<file path="config.mk">
export PLATFORM = sky130hd
export DESIGN_NAME = rfspi_top
export DESIGN_NICKNAME = d
export VERILOG_FILES = /design/src/rtl/rfspi_pkg.sv /design/src/rtl/rfspi_shift.sv /design/src/rtl/rfspi_regs.sv /design/src/rtl/rfspi_fbuf.sv /design/src/rtl/rfspi_top.sv
export SDC_FILE = /design/constraint.sdc
export NUM_CORES = 2
export LEC_CHECK = 0
export BUFFER_PORTS_ARGS = -buffer_cell sky130_fd_sc_hd__buf_2
export CAP_MARGIN = 20
export CORE_UTILIZATION = 50
export CTS_CLUSTER_DIAMETER = 50
export DETAILED_ROUTE_END_ITERATION = 16
export PLACE_DENSITY = 0.68
export SLEW_MARGIN = 20
export SYNTH_ARGS = -nofsm -noshare
export SYNTH_HDL_FRONTEND = slang
export SYNTH_SLANG_ARGS = --single-unit
</file>
<file path="constraint.sdc">
create_clock -name clk -period 4.84 [get_ports clk]
set_input_delay 0.484 -clock clk [delete_from_list [all_inputs] [get_ports clk]]
set_output_delay 0.484 -clock clk [all_outputs]
set_load 0.03 [all_outputs]
</file>
<file path="src/rtl/rfspi_pkg.sv">
package rfspi_pkg;
  localparam int ADDR_W = 6;
  localparam int DATA_W = 8;
  localparam int NREG   = 1 << ADDR_W;

  localparam logic [ADDR_W-1:0] A_STATUS = 6'h01;
  localparam logic [ADDR_W-1:0] A_STCMD  = 6'h02;
  localparam logic [ADDR_W-1:0] A_CTRL   = 6'h04;
  localparam logic [ADDR_W-1:0] A_RSSI   = 6'h06;
  localparam logic [ADDR_W-1:0] A_IMASK  = 6'h0E;
  localparam logic [ADDR_W-1:0] A_ISTAT  = 6'h0F;
  localparam logic [ADDR_W-1:0] A_PART   = 6'h1C;
  localparam logic [ADDR_W-1:0] A_VER    = 6'h1D;
  localparam logic [ADDR_W-1:0] A_MID0   = 6'h1E;
  localparam logic [ADDR_W-1:0] A_MID1   = 6'h1F;

  typedef enum logic [2:0] {
    M_IDLE, M_REG_RD, M_REG_WR, M_FB_RD, M_FB_WR, M_SKIP
  } mode_e;

  // Writable control registers; everything else is read-only or absent.
  function automatic logic is_writable(input logic [ADDR_W-1:0] a);
    case (a) inside
      [6'h02:6'h05], [6'h07:6'h0E], [6'h10:6'h12],
      6'h15, 6'h17, 6'h18, 6'h1A, 6'h1B, [6'h20:6'h2F]: return 1'b1;
      default: return 1'b0;
    endcase
  endfunction

  // Command byte: bit 7 register access, bit 6 write, bit 5 frame access.
  function automatic mode_e decode_cmd(input logic [DATA_W-1:0] c);
    if (c[7])      return c[6] ? M_REG_WR : M_REG_RD;
    else if (c[5]) return c[6] ? M_FB_WR  : M_FB_RD;
    else           return M_SKIP;
  endfunction

  // Frame read stream: position 0 is the length, then payload, then link quality.
  function automatic logic [DATA_W-1:0] fb_pick(input logic [7:0] k,
                                                input logic [7:0] len,
                                                input logic [7:0] pay,
                                                input logic [7:0] lqi);
    if (k == 8'd0)                           return len;
    else if (k <= len)                       return pay;
    else if ({1'b0, k} == ({1'b0, len} + 9'd1)) return lqi;
    else                                     return '0;
  endfunction
endpackage

</file>
<file path="src/rtl/rfspi_shift.sv">
module rfspi_shift #(
  parameter int IDX_W = 8
) (
  input  logic             clk,
  input  logic             rst_n,
  input  logic             sclk_i,
  input  logic             cs_n_i,
  input  logic             mosi_i,
  output logic             miso_o,
  input  logic [7:0]       tx_first,
  input  logic [7:0]       tx_next,
  output logic             sel_o,
  output logic             start_o,
  output logic             stop_o,
  output logic             byte_done_o,
  output logic [7:0]       rx_byte_o,
  output logic [IDX_W-1:0] byte_idx_o
);
  logic [1:0] sclk_s, cs_s, mosi_s;
  logic       sclk_q, cs_q;
  logic       rise, fall;
  logic [2:0] bit_cnt;
  logic [6:0] rx_sh;
  logic [7:0] tx_sh;

  always_ff @(posedge clk or negedge rst_n) begin
    if (!rst_n) begin
      sclk_s <= 2'b00; cs_s <= 2'b11; mosi_s <= 2'b00;
      sclk_q <= 1'b0;  cs_q <= 1'b1;
    end else begin
      sclk_s <= {sclk_s[0], sclk_i};
      cs_s   <= {cs_s[0], cs_n_i};
      mosi_s <= {mosi_s[0], mosi_i};
      sclk_q <= sclk_s[1];
      cs_q   <= cs_s[1];
    end
  end

  assign sel_o   = ~cs_s[1];
  assign start_o = ~cs_s[1] & cs_q;
  assign stop_o  = cs_s[1] & ~cs_q;
  assign rise    = sclk_s[1] & ~sclk_q;
  assign fall    = ~sclk_s[1] & sclk_q;
  assign miso_o  = sel_o & tx_sh[7];

  always_ff @(posedge clk or negedge rst_n) begin
    if (!rst_n) begin
      bit_cnt <= '0; rx_sh <= '0; tx_sh <= '0;
      rx_byte_o <= '0; byte_done_o <= 1'b0; byte_idx_o <= '0;
    end else begin
      byte_done_o <= 1'b0;
      if (byte_done_o && byte_idx_o != '1) byte_idx_o <= byte_idx_o + 1'b1;
      if (start_o) begin
        bit_cnt <= '0;
        byte_idx_o <= '0;
        tx_sh <= tx_first;
      end else if (sel_o) begin
        if (rise) begin
          rx_sh   <= {rx_sh[5:0], mosi_s[1]};
          bit_cnt <= bit_cnt + 1'b1;
          if (bit_cnt == 3'd7) begin
            rx_byte_o   <= {rx_sh, mosi_s[1]};
            byte_done_o <= 1'b1;
          end
        end
        if (fall) tx_sh <= (bit_cnt == 3'd0) ? tx_next : {tx_sh[6:0], 1'b0};
      end
    end
  end
endmodule

</file>
<file path="src/rtl/rfspi_regs.sv">
module rfspi_regs
  import rfspi_pkg::*;
#(
  parameter logic [7:0] PART_ID    = 8'h03,
  parameter logic [7:0] VERSION_ID = 8'h02
) (
  input  logic              clk,
  input  logic              rst_n,
  input  logic              wr_en,
  input  logic [ADDR_W-1:0] wr_addr,
  input  logic [7:0]        wr_data,
  input  logic [ADDR_W-1:0] rd_addr,
  input  logic              rd_clr,
  input  logic [7:0]        irq_set,
  input  logic [4:0]        trx_state,
  input  logic [2:0]        trac,
  input  logic [7:0]        rssi,
  output logic [7:0]        rd_data,
  output logic [7:0]        irq_status_o,
  output logic [7:0]        irq_mask_o,
  output logic              irq_pol_o,
  output logic              irq_o,
  output logic [4:0]        trx_cmd_o
);
  logic [7:0] mem [NREG];
  logic [7:0] istat;
  logic       istat_clr;

  assign istat_clr = rd_clr && (rd_addr == A_ISTAT);

  always_ff @(posedge clk or negedge rst_n) begin
    if (!rst_n) begin
      for (int i = 0; i < NREG; i++) mem[i] <= '0;
      istat <= '0;
    end else begin
      if (wr_en && is_writable(wr_addr)) mem[wr_addr] <= wr_data;
      istat <= (istat_clr ? 8'h00 : istat) | irq_set;
    end
  end

  always_comb begin
    case (rd_addr)
      A_STATUS: rd_data = {3'b000, trx_state};
      A_STCMD:  rd_data = {trac, mem[A_STCMD][4:0]};
      A_RSSI:   rd_data = rssi;
      A_ISTAT:  rd_data = istat;
      A_PART:   rd_data = PART_ID;
      A_VER:    rd_data = VERSION_ID;
      A_MID0:   rd_data = 8'h1F;
      A_MID1:   rd_data = 8'h00;
      default:  rd_data = is_writable(rd_addr) ? mem[rd_addr] : 8'h00;
    endcase
  end

  assign irq_status_o = istat;
  assign irq_mask_o   = mem[A_IMASK];
  assign irq_pol_o    = mem[A_CTRL][0];
  assign irq_o        = (|(istat & mem[A_IMASK])) ^ mem[A_CTRL][0];
  assign trx_cmd_o    = mem[A_STCMD][4:0];
endmodule

</file>
<file path="src/rtl/rfspi_fbuf.sv">
module rfspi_fbuf #(
  parameter int PAY_MAX = 127,
  localparam int PIDX_W = $clog2(PAY_MAX)
) (
  input  logic              clk,
  input  logic              rst_n,
  input  logic              len_we,
  input  logic              pay_we,
  input  logic [7:0]        wdata,
  input  logic [PIDX_W-1:0] pay_widx,
  input  logic [PIDX_W-1:0] pay_ridx,
  output logic [7:0]        len_o,
  output logic [7:0]        pay_o
);
  logic [7:0] mem [PAY_MAX];
  logic [7:0] len_q;

  always_ff @(posedge clk or negedge rst_n) begin
    if (!rst_n) begin
      for (int i = 0; i < PAY_MAX; i++) mem[i] <= '0;
      len_q <= '0;
    end else begin
      if (len_we) len_q <= {1'b0, wdata[6:0]};
      if (pay_we && (int'(pay_widx) < PAY_MAX)) mem[pay_widx] <= wdata;
    end
  end

  assign len_o = len_q;
  assign pay_o = (int'(pay_ridx) < PAY_MAX) ? mem[pay_ridx] : 8'h00;
endmodule

</file>
<file path="src/rtl/rfspi_top.sv">
module rfspi_top
  import rfspi_pkg::*;
#(
  parameter logic [7:0] PART_ID    = 8'h03,
  parameter logic [7:0] VERSION_ID = 8'h02,
  parameter int         PAY_MAX    = 127,
  localparam int        PIDX_W     = $clog2(PAY_MAX),
  localparam int        IDX_W      = 8
) (
  input  logic       clk,
  input  logic       rst_n,
  input  logic       spi_sclk,
  input  logic       spi_cs_n,
  input  logic       spi_mosi,
  output logic       spi_miso,
  input  logic [4:0] trx_state_i,
  input  logic [2:0] trac_i,
  input  logic [7:0] rssi_i,
  input  logic [7:0] lqi_i,
  input  logic [7:0] irq_src_i,
  output logic       irq_o,
  output logic [4:0] trx_cmd_o
);
  logic             sel, start, stop, byte_done;
  logic [7:0]       rx_byte;
  logic [IDX_W-1:0] byte_idx;
  logic [7:0]       tx_first, next_tx;

  mode_e             mode, cmd_mode;
  logic [ADDR_W-1:0] addr_q;
  logic [7:0]        k_q;

  // Named events shared with the checker.
  logic              rd_clr, reg_we, fb_len_we, fb_pay_we;
  logic [ADDR_W-1:0] rd_addr;
  logic [PIDX_W-1:0] fb_widx, fb_ridx;
  logic [7:0]        reg_rdata, fb_len, fb_pay, fb_byte;
  logic [7:0]        irq_status, irq_mask;
  logic              irq_pol;

  assign tx_first = {3'b000, trx_state_i};

  rfspi_shift #(.IDX_W(IDX_W)) u_shift (
    .clk, .rst_n, .sclk_i(spi_sclk), .cs_n_i(spi_cs_n), .mosi_i(spi_mosi),
    .miso_o(spi_miso), .tx_first, .tx_next(next_tx), .sel_o(sel),
    .start_o(start), .stop_o(stop), .byte_done_o(byte_done),
    .rx_byte_o(rx_byte), .byte_idx_o(byte_idx)
  );

  assign cmd_mode  = decode_cmd(rx_byte);
  assign rd_addr   = rx_byte[ADDR_W-1:0];
  assign rd_clr    = byte_done && (byte_idx == '0) && (cmd_mode == M_REG_RD);
  assign reg_we    = byte_done && (byte_idx == IDX_W'(1)) && (mode == M_REG_WR);
  assign fb_len_we = byte_done && (byte_idx == IDX_W'(1)) && (mode == M_FB_WR);
  assign fb_pay_we = byte_done && (byte_idx >= IDX_W'(2)) &&
                     (int'(byte_idx) < PAY_MAX + 2) && (mode == M_FB_WR);
  assign fb_widx   = PIDX_W'(byte_idx - IDX_W'(2));
  assign fb_ridx   = PIDX_W'(k_q - 8'd1);
  assign fb_byte   = fb_pick(k_q, fb_len, fb_pay, lqi_i);

  rfspi_regs #(.PART_ID(PART_ID), .VERSION_ID(VERSION_ID)) u_regs (
    .clk, .rst_n, .wr_en(reg_we), .wr_addr(addr_q), .wr_data(rx_byte),
    .rd_addr, .rd_clr, .irq_set(irq_src_i), .trx_state(trx_state_i),
    .trac(trac_i), .rssi(rssi_i), .rd_data(reg_rdata),
    .irq_status_o(irq_status), .irq_mask_o(irq_mask), .irq_pol_o(irq_pol),
    .irq_o, .trx_cmd_o
  );

  rfspi_fbuf #(.PAY_MAX(PAY_MAX)) u_fbuf (
    .clk, .rst_n, .len_we(fb_len_we), .pay_we(fb_pay_we), .wdata(rx_byte),
    .pay_widx(fb_widx), .pay_ridx(fb_ridx), .len_o(fb_len), .pay_o(fb_pay)
  );

  always_ff @(posedge clk or negedge rst_n) begin
    if (!rst_n) begin
      mode <= M_IDLE; addr_q <= '0; k_q <= '0; next_tx <= '0;
    end else if (start) begin
      mode <= M_IDLE; k_q <= '0; next_tx <= '0;
    end else if (stop) begin
      mode <= M_IDLE;
    end else if (byte_done) begin
      if (byte_idx == '0) begin
        mode   <= cmd_mode;
        addr_q <= rd_addr;
      end
      if ((byte_idx == '0 && cmd_mode == M_FB_RD) ||
          (byte_idx != '0 && mode == M_FB_RD)) begin
        next_tx <= fb_byte;
        if (k_q != 8'hFF) k_q <= k_q + 8'd1;
      end else if (byte_idx == '0 && cmd_mode == M_REG_RD) begin
        next_tx <= reg_rdata;
      end else begin
        next_tx <= 8'h00;
      end
    end
  end
endmodule

</file>
==> flow_summary_export.csv <==
group,metric,value,unit
layout,area_growth,11.68,%
clock_network,clk_path_buf_depth,3,
clock_network,tritoncts.num_buffers,163,
clock_network,cts_max_level,4,
logic_synthesis,yosys_warnings,0,
drt,ant_nets,0,
global_routing,grt_usage,0.2586,
clock_network,cts_sinks,1483,
sta,tns,0,ns
clock_network,clk_latency,0.81,ns
run,maxCapViolations,0,
setup_path,start_kind,"flip-flop",
drt,drt-total-wl,174100,um
logic_synthesis,synth_area,0.06839,mm2
clock_network,cts_tree,"done",
sta,max_slew_margin,0.2237,
global_routing,antenna_found_initial,4,
global_routing,overflow,0,
logic_synthesis,syn-instance-count,4656,
drt,wl_per_cell,26.83,um
sta,whs,0.04264,ns
layout,nFillCells,10670,
logic_synthesis,synth-edff-count,0,
global_routing,use_met1,0.3910,
setup_path,cp_max_fo,12,
placement,dp_hpwl,110900,um
setup_path,critPathRequiredTime,5.52,ns
power,ir_worst_vdd,0.0004138,V
drt,drt_iter0_drc,3575,
global_routing,grt_max_degree,154,
sta,worstMarginPinSlew,1.156,ns
clock_network,cts_setup_buffers,0,
logic_synthesis,ys_seq_area_frac,0.5427,
setup_path,reg2reg_setup_slack,0.79,ns
power,power_density,375.9,mW/mm2
power,power,0.02871,W
global_routing,grt_pass1_vias,41360,
floorplanning,die_y,371.8,um
setup_path,crit_arrival,4.73,ns
power,pwr-share-comb,0.112,
floorplanning,dieArea,0.1383,mm2
sta,fin_crit,4.048,ns
global_routing,grt_use_met3,0.03954,
setup_path,critPathKind,"reg2reg",
sta,finalSetupViolations,0,
global_routing,gr-usage-met2,0.3857,
layout,drive_above_1_share,0.4729,
power,p_clk_frac,0.452,
logic_synthesis,async_flop_share,1.000,
layout,nets,4631,
floorplanning,die_w,371.8,um
sta,clock_skew,0.03248,ns
power,seq_power_share,0.435,
global_routing,busiest_layer,"met1",
floorplanning,boundaryPins,44,
floorplanning,fp-row-count,135,
floorplanning,core_area,0.1356,mm2
drt,route.vias.total,40170,
floorplanning,initial_core_util,0.5042,
power,power_switching_share,0.2556,
sta,period_share,0.8364,
placement,portBuffers,43,
logic_synthesis,synth_cell_type_count,81,
hold_path,min_path_type,"in2reg",
placement,gp_congestion,0.8992,
sta,fmax,247.0,MHz
drt,via_per_inst,6.189,
global_routing,grt_pass1_wl,269300,um
logic_synthesis,ys_seq_elements,1483,
logic_synthesis,synth_ff_type,"dfrtp_1",
drt,drc_errors,0,
clock_network,clk_pin_slew,0.06,ns
drt,drtPass1Iterations,6,
power,p_switching,0.007339,W
clock_network,cts-root-buf,"clkbuf_16",
power,p_leak,35.71,nW
sta,rsz0062_at_grt,"no",
outcome,status,"finished clean",
sta,maxSlewViolCount,0,
setup_path,worstSetupEndpointType,"flip-flop",
sta,finalHoldViolations,0,
logic_synthesis,avgSynthCellArea,14.69,um2
logic_synthesis,synthesis.nets,4712,
power,intPower,0.02137,W
-- cell usage in the layout (no fill, tap or decap), types with 10 or more instances in the layout --
master            n
o2111ai_1        11
nand2_1         228
nand2b_1         17
bufinv_16        18
buf_12           24
inv_1            30
nor2_4           32
nor3_1           21
clkinv_2         26
and2_1           13
clkbuf_8         25
o21ai_0          72
nor2_1          111
a32oi_1          16
mux2i_1          55
dlygate4sd3_1    16
buf_4           110
a31oi_1          15
mux4_2          370
buf_2            42
clkbuf_16       168
nand3_1          57
clkinvlp_4       12
ha_1             18
a21oi_1          34
a22oi_1          11
xnor2_1          18
nor2_2           57
nor2b_1          13
o22ai_1          15
nand4_1          25
xor2_1           10
clkbuf_1         30
and3_1           13
mux2_2         1260
mux2_1           53
dfrtp_1        1471
a211oi_1         14
-- Yosys cell counts (15+ instances only) --
library cell  instances  area [um2]
dfrtp_1            1480       37040
mux2_2             1260       14190
mux4_2              370        8333
clkbuf_1            342        1284
nand2_1             229       859.6
nor2_1              111       416.7
o21ai_0              72       360.4
nand3_1              61       305.3
nor2_2               57       356.6
mux2i_1              55       550.5
mux2_1               53       596.8
buf_1                46       172.7
buf_2                44       220.2
a21oi_1              34       170.2
nor2_4               32       360.4
inv_1                31       116.4
nand4_1              25       156.4
nor3_1               21       105.1
xnor2_1              21       183.9
ha_1                 19       237.7
nand2b_1             17       106.4
o22ai_1              17       106.4
a32oi_1              16       140.1
a31oi_1              15       93.84
-- layer usage --
layer  wire [um]  share of wire  vias up
met2       79850           0.46     1235
li1            -              -    16920
met4        4877          0.028        4
met3       10030          0.058      285
met1       79340           0.46    21730
met5          34        0.00020        -
-- worst max-delay path, cell delays in order (launching register included) --
cell and delay (ns):
dfrtp_1 0.53, or4_4 0.59, nor2_2 0.19, and3_1 0.19, o2111ai_1 0.21, or4_1 0.66
nand2b_1 0.66, nor2_4 0.50, mux2_2 0.38
-- state kept, by name (all words and copies together) (netlist names), 2 cells and up --
name / count
u_regs.irq_mask_o: 8
u_regs.trx_cmd_o: 5
u_fbuf.mem: 1016
u_shift.mosi_s: 2
addr_q: 6
u_regs.mem: 370
u_shift.bit_cnt: 3
u_shift.cs_s: 2
u_fbuf.len_o: 7
mode: 3
u_shift.tx_sh: 8
u_shift.rx_sh: 7
u_regs.irq_status_o: 8
u_shift.sclk_s: 2
k_q: 8
next_tx: 8
u_shift.rx_byte_o: 8
u_shift.byte_idx_o: 8
-- worst paths after layout --
path | from | to | cells after the start
max reg2reg | u_shift.byte_idx_o[2] | u_fbuf.mem[423] | 8
min in group asynchronous | rst_n | u_fbuf.mem[522] | 2
min reg2reg | u_shift.sclk_s[0] | u_shift.sclk_s[1] | 0
max in group asynchronous | rst_n | u_fbuf.mem[786] | 3
max | u_shift.byte_idx_o[2] | u_fbuf.mem[423] | 8
min | trx_state_i[0] | u_shift.tx_sh[0] | 3
-- final cells by class --
cell class / instances / area, um2 / share of cell area
diodes: 1 / 2.502 / 0.00003276
clock buffers: 223 / 4661 / 0.06102
clock inverters: 76 / 991.0 / 0.01297
inverters: 33 / 123.9 / 0.001622
multi-input cells: 2702 / 29540 / 0.3868
flip-flops and latches: 1483 / 37150 / 0.4864
well taps: 1781 / 2228 / 0.02918
repair buffers: 192 / 1677 / 0.02195
-- through the flow --
stage | worst slack (ns) | util | instance area [um2] | instances
after floorplan | 0.1031 | - | 68390 | 4656
after global placement | 0.9077 | 0.5201 | 70550 | 6175
after detailed placement | 0.8500 | 0.5201 | 70550 | 6175
after CTS | 0.8467 | 0.5630 | 76360 | 6490
after global routing | 0.6470 | 0.5631 | 76370 | 6491
final | 0.7920 | 0.5631 | 76370 | 6491
-- kinds of logic (layout without fill, tap and decap cells) --
logic type	Yosys count	in the layout	share of synthesized area
multiplexers	1746	1746	0.3479
flip-flops	1483	1483	0.5427
AND/OR/NAND/NOR	648	648	0.04936
buffers and inverters	471	524	0.02704
AO/OA/AOI/OAI	257	257	0.02543
XOR/XNOR	32	32	0.004098
adder cells (fa/ha/maj)	19	19	0.003476
other	0	1	0
-- repair_timing --
action / CTS / global route
resized for setup: 0 / 0
hold buffers: 16 / 0
hold endpoints to repair: 142 / 0
-- power by group through the flow --
stage	Combinational, W	Clock (W)	Sequential (W)
detailed placement	0.00323	0	0.0127
global route	0.00340	0.0137	0.0125
floorplan	0.00192	0	0.0127
finish	0.00322	0.0130	0.0125
global placement	0.00323	0	0.0127
CTS	0.00325	0.0132	0.0125
(Power assumes the default switching activity.)
